### src/rtl/ctx_cfg_pkg.sv
package ctx_cfg_pkg;
    typedef enum logic [1:0] {
        WR_IDLE   = 2'd0,
        WR_STREAM = 2'd1,
        WR_FINISH = 2'd2
    } wr_state_e;
endpackage

### src/rtl/ctx_desc_decode.sv
module ctx_desc_decode #(
    parameter int NUM_ROWS = 16,
    parameter int NUM_CTX  = 4,
    parameter int CODE_W   = 8,
    parameter int REG_W    = 32
) (
    input  logic                        clk,
    input  logic                        rst_n,
    input  logic                        use_reg,
    input  logic [CODE_W-1:0]           imm_code,
    input  logic [$clog2(NUM_ROWS)-1:0] imm_start,
    input  logic [$clog2(NUM_ROWS+1)-1:0] imm_count,
    input  logic [$clog2(NUM_CTX)-1:0]  imm_layer,
    input  logic [REG_W-1:0]            reg_word,
    output logic [CODE_W-1:0]           d_code,
    output logic [$clog2(NUM_ROWS)-1:0] d_start,
    output logic [$clog2(NUM_ROWS+1)-1:0] d_count,
    output logic [$clog2(NUM_CTX)-1:0]  d_layer,
    output logic                        d_empty
);
    localparam int ROW_W     = $clog2(NUM_ROWS);
    localparam int CNT_W     = $clog2(NUM_ROWS + 1);
    localparam int LAY_W     = $clog2(NUM_CTX);
    localparam int START_LSB = CODE_W;
    localparam int CNT_LSB   = START_LSB + ROW_W;
    localparam int LAY_LSB   = CNT_LSB + CNT_W;

    logic [ROW_W-1:0] raw_start;
    logic [CNT_W-1:0] raw_count;
    logic [CNT_W-1:0] room;

    always_comb begin
        if (use_reg) begin
            d_code    = reg_word[0 +: CODE_W];
            raw_start = reg_word[START_LSB +: ROW_W];
            raw_count = reg_word[CNT_LSB +: CNT_W];
            d_layer   = reg_word[LAY_LSB +: LAY_W];
        end else begin
            d_code    = imm_code;
            raw_start = imm_start;
            raw_count = imm_count;
            d_layer   = imm_layer;
        end
        room    = CNT_W'(NUM_ROWS) - CNT_W'(raw_start);
        d_start = raw_start;
        d_count = (raw_count > room) ? room : raw_count;
        d_empty = (raw_count == '0);
    end

    // the clamped region never reaches past the last row
    assert_clamp_in_array_R5: assert property (@(posedge clk) disable iff (!rst_n)
        ({1'b0, CNT_W'(d_start)} + {1'b0, d_count}) <= (CNT_W+1)'(NUM_ROWS));
endmodule

### src/rtl/ctx_row_writer.sv
module ctx_row_writer
    import ctx_cfg_pkg::*;
#(
    parameter int NUM_ROWS = 16,
    parameter int NUM_CTX  = 4,
    parameter int CODE_W   = 8
) (
    input  logic                          clk,
    input  logic                          rst_n,
    input  logic                          go,
    input  logic [$clog2(NUM_ROWS)-1:0]   go_start,
    input  logic [$clog2(NUM_ROWS+1)-1:0] go_count,
    input  logic [$clog2(NUM_CTX)-1:0]    go_layer,
    input  logic [CODE_W-1:0]             go_code,
    input  logic                          cfg_valid,
    output logic                          cfg_ready,
    output logic [NUM_ROWS-1:0]           row_we,
    output logic [$clog2(NUM_CTX)-1:0]    wr_layer,
    output logic [CODE_W-1:0]             cfg_code,
    output logic                          idle,
    output logic                          busy,
    output logic                          done,
    output logic                          last_beat
);
    localparam int ROW_W = $clog2(NUM_ROWS);
    localparam int CNT_W = $clog2(NUM_ROWS + 1);
    localparam int LAY_W = $clog2(NUM_CTX);

    wr_state_e        state_q, state_d;
    logic [ROW_W-1:0] cur_row_q;
    logic [CNT_W-1:0] rem_q;
    logic [LAY_W-1:0] layer_q;
    logic [CODE_W-1:0] code_q;
    logic             beat;

    assign beat = (state_q == WR_STREAM) && cfg_valid;

    always_comb begin
        state_d = state_q;
        unique case (state_q)
            WR_IDLE:   if (go) state_d = WR_STREAM;
            WR_STREAM: if (beat && rem_q == CNT_W'(1)) state_d = WR_FINISH;
            WR_FINISH: state_d = WR_IDLE;
            default:   state_d = WR_IDLE;
        endcase
    end

    always_ff @(posedge clk or negedge rst_n) begin
        if (!rst_n) begin
            state_q   <= WR_IDLE;
            cur_row_q <= '0;
            rem_q     <= '0;
            layer_q   <= '0;
            code_q    <= '0;
        end else begin
            state_q <= state_d;
            if (state_q == WR_IDLE && go) begin
                cur_row_q <= go_start;
                rem_q     <= go_count;
                layer_q   <= go_layer;
                code_q    <= go_code;
            end else if (beat) begin
                cur_row_q <= cur_row_q + ROW_W'(1);
                rem_q     <= rem_q - CNT_W'(1);
            end
        end
    end

    always_comb begin
        idle      = 1'b0;
        busy      = 1'b0;
        done      = 1'b0;
        cfg_ready = 1'b0;
        unique case (state_q)
            WR_IDLE:   idle = 1'b1;
            WR_STREAM: begin
                busy      = 1'b1;
                cfg_ready = 1'b1;
            end
            WR_FINISH: done = 1'b1;
            default:   idle = 1'b0;
        endcase
        last_beat = beat && (rem_q == CNT_W'(1));
        wr_layer  = layer_q;
        cfg_code  = code_q;
    end

    for (genvar g = 0; g < NUM_ROWS; g++) begin : g_row_we
        assign row_we[g] = beat && (cur_row_q == ROW_W'(g));
    end

    assert_row_onehot_R5: assert property (@(posedge clk) disable iff (!rst_n)
        $onehot0(row_we));
    assert_streaming_has_rows_R5: assert property (@(posedge clk) disable iff (!rst_n)
        busy |-> (rem_q != '0));
    assert_done_after_last_R7: assert property (@(posedge clk) disable iff (!rst_n)
        last_beat |=> done);
    assert_done_single_R7: assert property (@(posedge clk) disable iff (!rst_n)
        done |=> (!done && idle));
endmodule

### src/rtl/ctx_layer_ctrl.sv
module ctx_layer_ctrl #(
    parameter int NUM_CTX = 4
) (
    input  logic                       clk,
    input  logic                       rst_n,
    input  logic                       sw_valid,
    input  logic [$clog2(NUM_CTX)-1:0] sw_layer,
    input  logic                       busy,
    input  logic                       last_beat,
    input  logic [$clog2(NUM_CTX)-1:0] tgt_layer,
    input  logic                       load_go,
    input  logic [$clog2(NUM_CTX)-1:0] go_layer,
    output logic [$clog2(NUM_CTX)-1:0] active_layer
);
    localparam int LAY_W = $clog2(NUM_CTX);

    logic             pend_q;
    logic [LAY_W-1:0] pend_layer_q;
    logic [LAY_W-1:0] active_q;
    logic             clash;

    assign clash = (busy && !last_beat && sw_layer == tgt_layer) ||
                   (load_go && sw_layer == go_layer);

    always_ff @(posedge clk or negedge rst_n) begin
        if (!rst_n) begin
            active_q     <= '0;
            pend_q       <= 1'b0;
            pend_layer_q <= '0;
        end else if (sw_valid && clash) begin
            pend_q       <= 1'b1;
            pend_layer_q <= sw_layer;
        end else if (sw_valid) begin
            active_q <= sw_layer;
            pend_q   <= 1'b0;
        end else if (pend_q && last_beat) begin
            active_q <= pend_layer_q;
            pend_q   <= 1'b0;
        end
    end

    assign active_layer = active_q;

    assert_no_write_active_R3: assert property (@(posedge clk) disable iff (!rst_n)
        busy |-> (active_q != tgt_layer));
    assert_pending_in_load_R9: assert property (@(posedge clk) disable iff (!rst_n)
        pend_q |-> busy);
    assert_quiet_keeps_layer_R8: assert property (@(posedge clk) disable iff (!rst_n)
        (!sw_valid && !last_beat) |=> $stable(active_q));
endmodule

### src/rtl/ctx_cfg_cache_ctrl.sv
module ctx_cfg_cache_ctrl #(
    parameter int NUM_ROWS = 16,
    parameter int NUM_CTX  = 4,
    parameter int CFG_W    = 192,
    parameter int CODE_W   = 8,
    parameter int REG_W    = 32
) (
    input  logic                          clk,
    input  logic                          rst_n,
    input  logic                          load_valid,
    output logic                          load_ready,
    input  logic                          load_use_reg,
    input  logic [CODE_W-1:0]             load_imm_code,
    input  logic [$clog2(NUM_ROWS)-1:0]   load_imm_start,
    input  logic [$clog2(NUM_ROWS+1)-1:0] load_imm_count,
    input  logic [$clog2(NUM_CTX)-1:0]    load_imm_layer,
    input  logic [REG_W-1:0]              load_reg_word,
    output logic                          load_err,
    input  logic                          sw_valid,
    input  logic [$clog2(NUM_CTX)-1:0]    sw_layer,
    output logic [$clog2(NUM_CTX)-1:0]    active_layer,
    input  logic                          cfg_valid,
    output logic                          cfg_ready,
    input  logic [CFG_W-1:0]              cfg_data,
    output logic [CODE_W-1:0]             cfg_code,
    output logic [NUM_ROWS-1:0]           row_we,
    output logic [$clog2(NUM_CTX)-1:0]    wr_layer,
    output logic [CFG_W-1:0]              wr_data,
    output logic                          busy,
    output logic                          done
);
    localparam int ROW_W = $clog2(NUM_ROWS);
    localparam int CNT_W = $clog2(NUM_ROWS + 1);
    localparam int LAY_W = $clog2(NUM_CTX);

    logic [CODE_W-1:0] d_code;
    logic [ROW_W-1:0]  d_start;
    logic [CNT_W-1:0]  d_count;
    logic [LAY_W-1:0]  d_layer;
    logic              d_empty;
    logic              idle, last_beat, load_fire, load_ok, err_q;

    ctx_desc_decode #(.NUM_ROWS(NUM_ROWS), .NUM_CTX(NUM_CTX), .CODE_W(CODE_W), .REG_W(REG_W)) u_decode (
        .clk(clk), .rst_n(rst_n), .use_reg(load_use_reg),
        .imm_code(load_imm_code), .imm_start(load_imm_start),
        .imm_count(load_imm_count), .imm_layer(load_imm_layer),
        .reg_word(load_reg_word), .d_code(d_code), .d_start(d_start),
        .d_count(d_count), .d_layer(d_layer), .d_empty(d_empty)
    );

    assign load_ready = idle;
    assign load_fire  = load_valid && idle;
    assign load_ok    = load_fire && !d_empty && (d_layer != active_layer);

    ctx_row_writer #(.NUM_ROWS(NUM_ROWS), .NUM_CTX(NUM_CTX), .CODE_W(CODE_W)) u_writer (
        .clk(clk), .rst_n(rst_n), .go(load_ok), .go_start(d_start),
        .go_count(d_count), .go_layer(d_layer), .go_code(d_code),
        .cfg_valid(cfg_valid), .cfg_ready(cfg_ready), .row_we(row_we),
        .wr_layer(wr_layer), .cfg_code(cfg_code), .idle(idle), .busy(busy),
        .done(done), .last_beat(last_beat)
    );

    ctx_layer_ctrl #(.NUM_CTX(NUM_CTX)) u_layers (
        .clk(clk), .rst_n(rst_n), .sw_valid(sw_valid), .sw_layer(sw_layer),
        .busy(busy), .last_beat(last_beat), .tgt_layer(wr_layer),
        .load_go(load_ok), .go_layer(d_layer), .active_layer(active_layer)
    );

    always_ff @(posedge clk or negedge rst_n) begin
        if (!rst_n) err_q <= 1'b0;
        else        err_q <= load_fire && !load_ok;
    end

    assign load_err = err_q;
    assign wr_data  = cfg_data;

    assert_err_no_stream_R3: assert property (@(posedge clk) disable iff (!rst_n)
        load_err |-> !busy);
    assert_write_needs_ready_R6: assert property (@(posedge clk) disable iff (!rst_n)
        (row_we != '0) |-> (cfg_ready && cfg_valid));
endmodule

### config.mk
export PLATFORM = sky130hd
export DESIGN_NAME = ctx_cfg_cache_ctrl
export DESIGN_NICKNAME = d
export VERILOG_FILES = /design/src/rtl/ctx_cfg_pkg.sv /design/src/rtl/ctx_desc_decode.sv /design/src/rtl/ctx_row_writer.sv /design/src/rtl/ctx_layer_ctrl.sv /design/src/rtl/ctx_cfg_cache_ctrl.sv
export SDC_FILE = /design/constraint.sdc
export NUM_CORES = 1
export LEC_CHECK = 0
export ABC_AREA = 1
export BUFFER_PORTS_ARGS = -buffer_cell sky130_fd_sc_hd__buf_2
export CORE_AREA = 2 2 183 185
export CTS_CLUSTER_DIAMETER = 60
export DETAILED_ROUTE_END_ITERATION = 10
export DIE_AREA = 0 0 185 187
export PLACE_DENSITY = 0.41
export REMOVE_ABC_BUFFERS = 1
export SYNTH_ARGS = -nofsm -noshare
export SYNTH_HDL_FRONTEND = slang
export SYNTH_HIERARCHICAL = 1
export SYNTH_SLANG_ARGS = --single-unit
### constraint.sdc
create_clock -name clk -period 1.7 [get_ports clk]
set_clock_uncertainty 0.1 [all_clocks]
set_input_delay 0.17 -clock clk [delete_from_list [all_inputs] [get_ports clk]]
set_output_delay 0.17 -clock clk [all_outputs]
set_load 0.1 [all_outputs]
* Word-level counts from Yosys, hierarchy flattened
Cells that the tools add are included. W data, S select, Z words.
Word-level totals: memory bits (writable) 0, ROM bits 0, bits in latches 0, memories 0, output and inout port bits 225, register bits after elaboration 27
Cells by class: muxes and demuxes 20, equality and inequality tests 23, divide/modulo/power cells 0, multiply operators 0, add/subtract/negate cells 3, $lt $le $gt $ge 1, bitwise operators 1, reduce and logical (&&, ||, !) cells 40, shift-type cells 0
Operators by type and width (count):
- $eq A4 B4 Y1 const B | 8
- $logic_and A1 B1 Y1 | 28
- $mux W5 | 4
- $eq A4 B3 Y1 const B | 4
- $mux W4 | 3
- $mux W2 | 5
- $eq A4 B2 Y1 const B | 2
- $mux W8 | 1
- $mux W1 | 6
- $eq A5 B1 Y1 const B | 1
- $gt A5 B5 Y1 | 1
- $logic_not A5 Y1 | 1
- $sub A5 B1 Y5 const B | 1
- $sub A5 B4 Y5 const A | 1
- $add A4 B1 Y4 const B | 1
- $eq A2 B2 Y1 | 2
- $eq A4 B1 Y1 const B | 1
- $logic_not A4 Y1 | 1
- $pmux W2 S2 | 1
- $reduce_and A2 Y1 | 2
- $reduce_bool A2 Y1 | 2
- $logic_not A1 Y1 | 3
- $reduce_bool A3 Y1 | 1
- $eq A2 B1 Y1 const B | 1
- other kinds (7) | 7

* Logic depth before layout (Yosys ltp)
depth after elaboration 10, depth in mapped cells 22, depth with buffers taken out 22

* By module
Netlist, hierarchy kept.
Modules (own cells, without submodules):
- ctx_cfg_cache_ctrl | area an instance 1524.0 um^2, seq. area each 25.0 um^2, cells an instance 205, instances 1
- ctx_row_writer | area an instance 1227.4 um^2, seq. area each 525.5 um^2, cells an instance 174, instances 1
- ctx_desc_decode | area an instance 556.8 um^2, seq. area each 0.0 um^2, cells an instance 119, instances 1
- ctx_layer_ctrl | area an instance 309.0 um^2, seq. area each 125.1 um^2, cells an instance 47, instances 1

* Worst setup path before layout
Ideal clock, no wire load.
path kind flip-flop to flip-flop, start point register u_writer.state_q[0], end point register u_layers.active_q[1], in the netlist u_layers/active_layer[1], arrival 2417 ps, library setup time 121 ps, stages on the path, launching flop included 10, buffers on the path 0, clock period less this slack 2638 ps, required time 1479 ps, slack -938 ps, cells stage by stage dfrtp_1 > inv_1 > nor2_1 > nand2_1 > a21oi_1 > nand2_1 > nand3_1 > nand2_1 > nand2_1 > nand2_1
Between the ends: elaborated cells on any way between the ends 19, classes of those cells eq/ne: 1; mux: 2; bitwise: 1; reduce/logical: 15
RTL lines:
- start: declaration | RTL line ctx_row_writer.sv:29 | wr_state_e state_q, state_d;
- start signal: assignment | RTL line ctx_row_writer.sv:56 | state_q <= state_d;
- $eq A2 B1 Y1 | RTL line ctx_row_writer.sv:74 | unique case (state_q)
- $mux W1 | RTL line ctx_row_writer.sv:74
- via busy | RTL line ctx_cfg_cache_ctrl.sv:29 | output logic busy,
- $logic_and A1 B1 Y1 (2 in a row) | RTL line ctx_layer_ctrl.sv:22 | assign clash = (busy && !last_beat && sw_layer == tgt_layer) ||
- $logic_or A1 B1 Y1 | RTL line ctx_layer_ctrl.sv:22
- $logic_and A1 B1 Y1 | RTL line ctx_layer_ctrl.sv:30 | end else if (sw_valid && clash) begin
- $not A1 Y1 (no line)
- $reduce_and A2 Y1 (no line)
- end signal: assignment | RTL line ctx_layer_ctrl.sv:34 | active_q <= sw_layer;
- end signal: assignment | RTL line ctx_layer_ctrl.sv:37 | active_q <= pend_layer_q;
- end: declaration | RTL line ctx_layer_ctrl.sv:19 | logic [LAY_W-1:0] active_q;
The timed path passes the listed nets, and every way through them passes these cells. A chain may end at the register's enable or synchronous reset.

* Worst setup path in the final report
start point input load_use_reg, end point register u_writer.rem_q[3]
Between the ends: elaborated cells on any way between the ends 14, classes of those cells add/sub: 1; order compare: 1; eq/ne: 1; mux: 5; reduce/logical: 6
RTL lines:
- start: declaration | RTL line ctx_cfg_cache_ctrl.sv:12 | input logic load_use_reg,
- $mux W4 | RTL line ctx_desc_decode.sv:33 | if (use_reg) begin
- $sub A5 B4 Y5 | RTL line ctx_desc_decode.sv:44 | room = CNT_W'(NUM_ROWS) - CNT_W'(raw_start);
- $gt A5 B5 Y1 | RTL line ctx_desc_decode.sv:46 | d_count = (raw_count > room) ? room : raw_count;
- $mux W5 * | RTL line ctx_desc_decode.sv:46
- via d_count[3] | RTL line ctx_cfg_cache_ctrl.sv:38 | logic [CNT_W-1:0] d_count;
- $mux W5 * | RTL line ctx_row_writer.sv:57 | if (state_q == WR_IDLE && go) begin
- end signal: assignment | RTL line ctx_row_writer.sv:59 | rem_q <= go_count;
- end signal: assignment | RTL line ctx_row_writer.sv:64 | rem_q <= rem_q - CNT_W'(1);
- end: declaration | RTL line ctx_row_writer.sv:31 | logic [CNT_W-1:0] rem_q;
Mark *: on every way through the listed nets, which the timed path passes. The rest lies on a longest branch.

==> results by group <==
Timing
  – Final hold viol count: 0
  – Fin crit share: 1.11
  – Setup ws final: -0.181 ns
  – Final setup TNS: -2.16 ns
  – Tmin final: 1.88 ns
  – Slew Viols, Final: 0
  – Min Hold Slack: 0.0643 ns
  – Final setup fails: 34
  – Rel. slew slack: 0.504
  – Peak Freq: 532 MHz
  – Unrepaired setup endpoints after global routing: true
  – Worst Tran Pin Value: 0.744 ns

Setup path
  – CP required: 1.76 ns
  – Crit-path max FO: 7
  – CP dominant cell by count: buf_4
  – Worst path slowest cell: buf_4
  – CP endpoint kind: flip-flop
  – CP Class: in2reg
  – Worst path max stage delay: 0.13 ns
  – WP data arrival: 1.94 ns
  – Setup crit start kind: input port
  – Crit-path cells: buf_12 > inv_6 > nand2_4 > nand2_4 > buf_4 > nand3_2 > nand2_1 > nand2_2 > buf_4 > buf_4 > buf_4 > buf_4 > buf_4 > buf_4 > nand2_1 > nand2_1 > inv_1 > nand3_1 > nand2_1 > inv_1 > nand2_1 > nand2_1

Routing
  – DR pass1 iterations: 4
  – Vias: 3,253
  – Initial DRC Count: 126
  – Detail Route Antenna Nets: 0
  – DRC viols: 0
  – Final WL: 53,500 microns
  – Via/cell ratio: 3.48
  – WL/cell: 57.2 microns

Floorplan
  – I/O pin count: 476
  – Core Region: 32,900 sq um
  – Die area: 34,600 sq um
  – Die W: 185 microns
  – Starting Density: 0.110
  – # rows: 67
  – Die span in y: 187 microns

Global route
  – Global route overflow: 0
  – Vias in the first global route: 2,889
  – GR Util All Layers: 0.301
  – Global-route wire length before repair: 59,800 microns
  – Largest net degree at the start of global routing: 28
  – Initial antenna violation count: 1

Power and ir drop
  – Fraction of power spent switching nets: 0.571
  – Clk network pwr share: 0.090
  – Pwr dens: 1410 nW/um^2
  – Pwr Total: 6.28 mW
  – Leakage: 2.14 nW
  – Comb pwr share: 0.723
  – VDD IR-drop max: 1.13 mV
  – Int Power: 2.69 mW
  – Sequential Power Share: 0.187
  – Sw power: 3.58 mW

Placed design
  – Gp weighted congestion: 1.31
  – DP Wirelength: 51,300 microns
  – Placed Cells incl. Taps: 911
  – Port-buffer cells: 78
  – DP Worst Slack: -0.709 ns
  – Area post-placement: 3670 sq um

Yosys
  – Mean Syn Cell Area: 6.64 sq um
  – Share of the synthesized area in the top cell type: 0.405
  – Synth cell types: 28
  – Area leader, netlist: buf_4
  – Post-Syn Instances: 545
  – Synth Flop Type: dfrtp_1
  – Yosys warnings: 6
  – Post-synth EDFFs: 0
  – Count leader, synth: buf_4
  – Mapped Area: 3620 sq um
  – Top post-synthesis cells by count: 195 x buf_4, 167 x nand2_1, 45 x inv_1
  – Sequential share of the synthesized area: 0.187
  – Asr flop ratio synth: 1.00
  – Flops & latches, synth: 27
  – Ranking of synthesized cells by area: buf_4 40%, dfrtp_1 19%, nand2_1 17%

Clock tree
  – CTS tree: built
  – Worst skew pair latency: 0.26 ns
  – Clk sinks: 27
  – H-tree depth: 1
  – Clock transition at path regs: 0.07 ns
  – Num CTS Buffers: 3
  – Clock Tree Root: clkbuf_16
  – Clock buffer depth: 2

Outcome
  – Failing checks: negative setup slack
  – Outcome: finished with violations

Min path
  – Hold Path Class: in2reg

Layout
  – Layout cell share with drive strength beyond 1: 0.496
  – Core Util, Final: 0.136
  – Number of diodes: 0
  – Fillers: 3,868
  – Layout Nets: 750
  – Fin area: 4450 sq um
  – Area Growth Syn to Fin: 23.1%
  – Finished Layout Cells: 934

Job
  – Total of max-cap violations: 0
## registers in the layout, indices dropped and copies added (netlist names)
| register | flops |
|---|---|
| u_layers/pend_q | 1 |
| u_layers/active_layer | 2 |
| u_writer/cur_row_q | 4 |
| u_writer/wr_layer | 2 |
| load_err | 1 |
| u_writer/rem_q | 5 |
| u_layers/pend_layer_q | 2 |
| u_writer/cfg_code | 8 |
| u_writer/state_q | 2 |
## critical path: cells and delay by family
| family | cells | cell delay (ns) |
|---|---|---|
| buffers and inverters | 11 | 1.13 |
| AND/OR/NAND/NOR | 11 | 0.66 |
## worst paths after layout
kind                                      start                    to  slack (ns)  cells after the start
setup / recovery                   load_use_reg     u_writer/rem_q[3]       -0.18                     22
hold / removal                       load_valid              load_err        0.06                      3
setup reg to reg            u_writer/state_q[1]     u_writer/rem_q[3]           0                     11
hold reg to reg            u_writer/cfg_code[5]  u_writer/cfg_code[5]        0.38                      2
max in group asynchronous                 rst_n     u_writer/rem_q[1]        0.62                      2
min in group asynchronous                 rst_n  u_writer/cfg_code[5]        0.41                      2
## final cells by class
type	instances	area, sq um	area share
clock buffer	3	75.1	0.0169
timing repair buffer	136	1240	0.278
multi-input combinational	269	1680	0.377
inverter	50	218	0.0489
tap	448	561	0.126
sequential	27	676	0.152
clock inverter	1	5.00	0.00112
## cell usage in the layout, fill, tap and decap left out, types with 2 or more instances in the layout
| master | Yosys | layout |
|---|---|---|
| nand2_2 | 3 | 28 |
| o21ai_0 | 5 | 2 |
| nor2_4 | 1 | 9 |
| o21a_4 | 0 | 2 |
| inv_6 | 0 | 2 |
| ha_2 | 0 | 2 |
| inv_1 | 45 | 35 |
| a21oi_1 | 5 | 4 |
| nor2_2 | 0 | 13 |
| buf_2 | 2 | 56 |
| nand3_4 | 0 | 5 |
| ha_4 | 0 | 3 |
| clkbuf_16 | 0 | 4 |
| nand3_1 | 23 | 15 |
| o21ai_2 | 1 | 3 |
| inv_2 | 5 | 11 |
| dfrtp_1 | 27 | 27 |
| nand3_2 | 3 | 6 |
| o21ai_1 | 4 | 5 |
| buf_12 | 0 | 22 |
| buf_4 | 195 | 42 |
| nor2_1 | 30 | 9 |
| buf_8 | 0 | 3 |
| buf_6 | 1 | 11 |
| ha_1 | 12 | 7 |
| nand2_1 | 167 | 131 |
| nand3b_1 | 4 | 4 |
| nand4_1 | 2 | 2 |
| nand2_4 | 1 | 11 |
## repair_timing
action	in CTS	in global routing
hold buffers	1	0
endpoints found under the hold margin	27	0
endpoints found under the setup margin	41	30
setup buffers	11	6
resized for setup	61	89
cloned	0	1
pin swaps	20	36
## metal layers
metal,track usage,up-vias,share of wire
met4,0.201,10,0.091
li1,-,1340,-
met1,0.0916,1322,0.11
met3,0.437,86,0.31
met5,0.0486,-,0.0041
met2,0.529,495,0.49
## power groups by stage
stage / clock [mW] / combinational [mW] / sequential [mW]
detailed placement: 0 / 3.84 / 1.16
global placement: 0 / 3.82 / 1.16
global route: 0.613 / 4.82 / 1.22
CTS: 0.582 / 4.11 / 1.15
floorplan: 0 / 1.55 / 2.08
finish: 0.565 / 4.54 / 1.18
## cell families after synthesis
family,count (synthesis),share of synthesized area
AOI/OAI and AO/OA,18,0.0284
and+or+nand+nor,236,0.272
buffers and inverters,249,0.464
muxes,1,0.00277
DFF,27,0.187
adders and majority gates,12,0.0415
xor gates and xnor gates,2,0.00484
(Power assumes the default switching activity.)
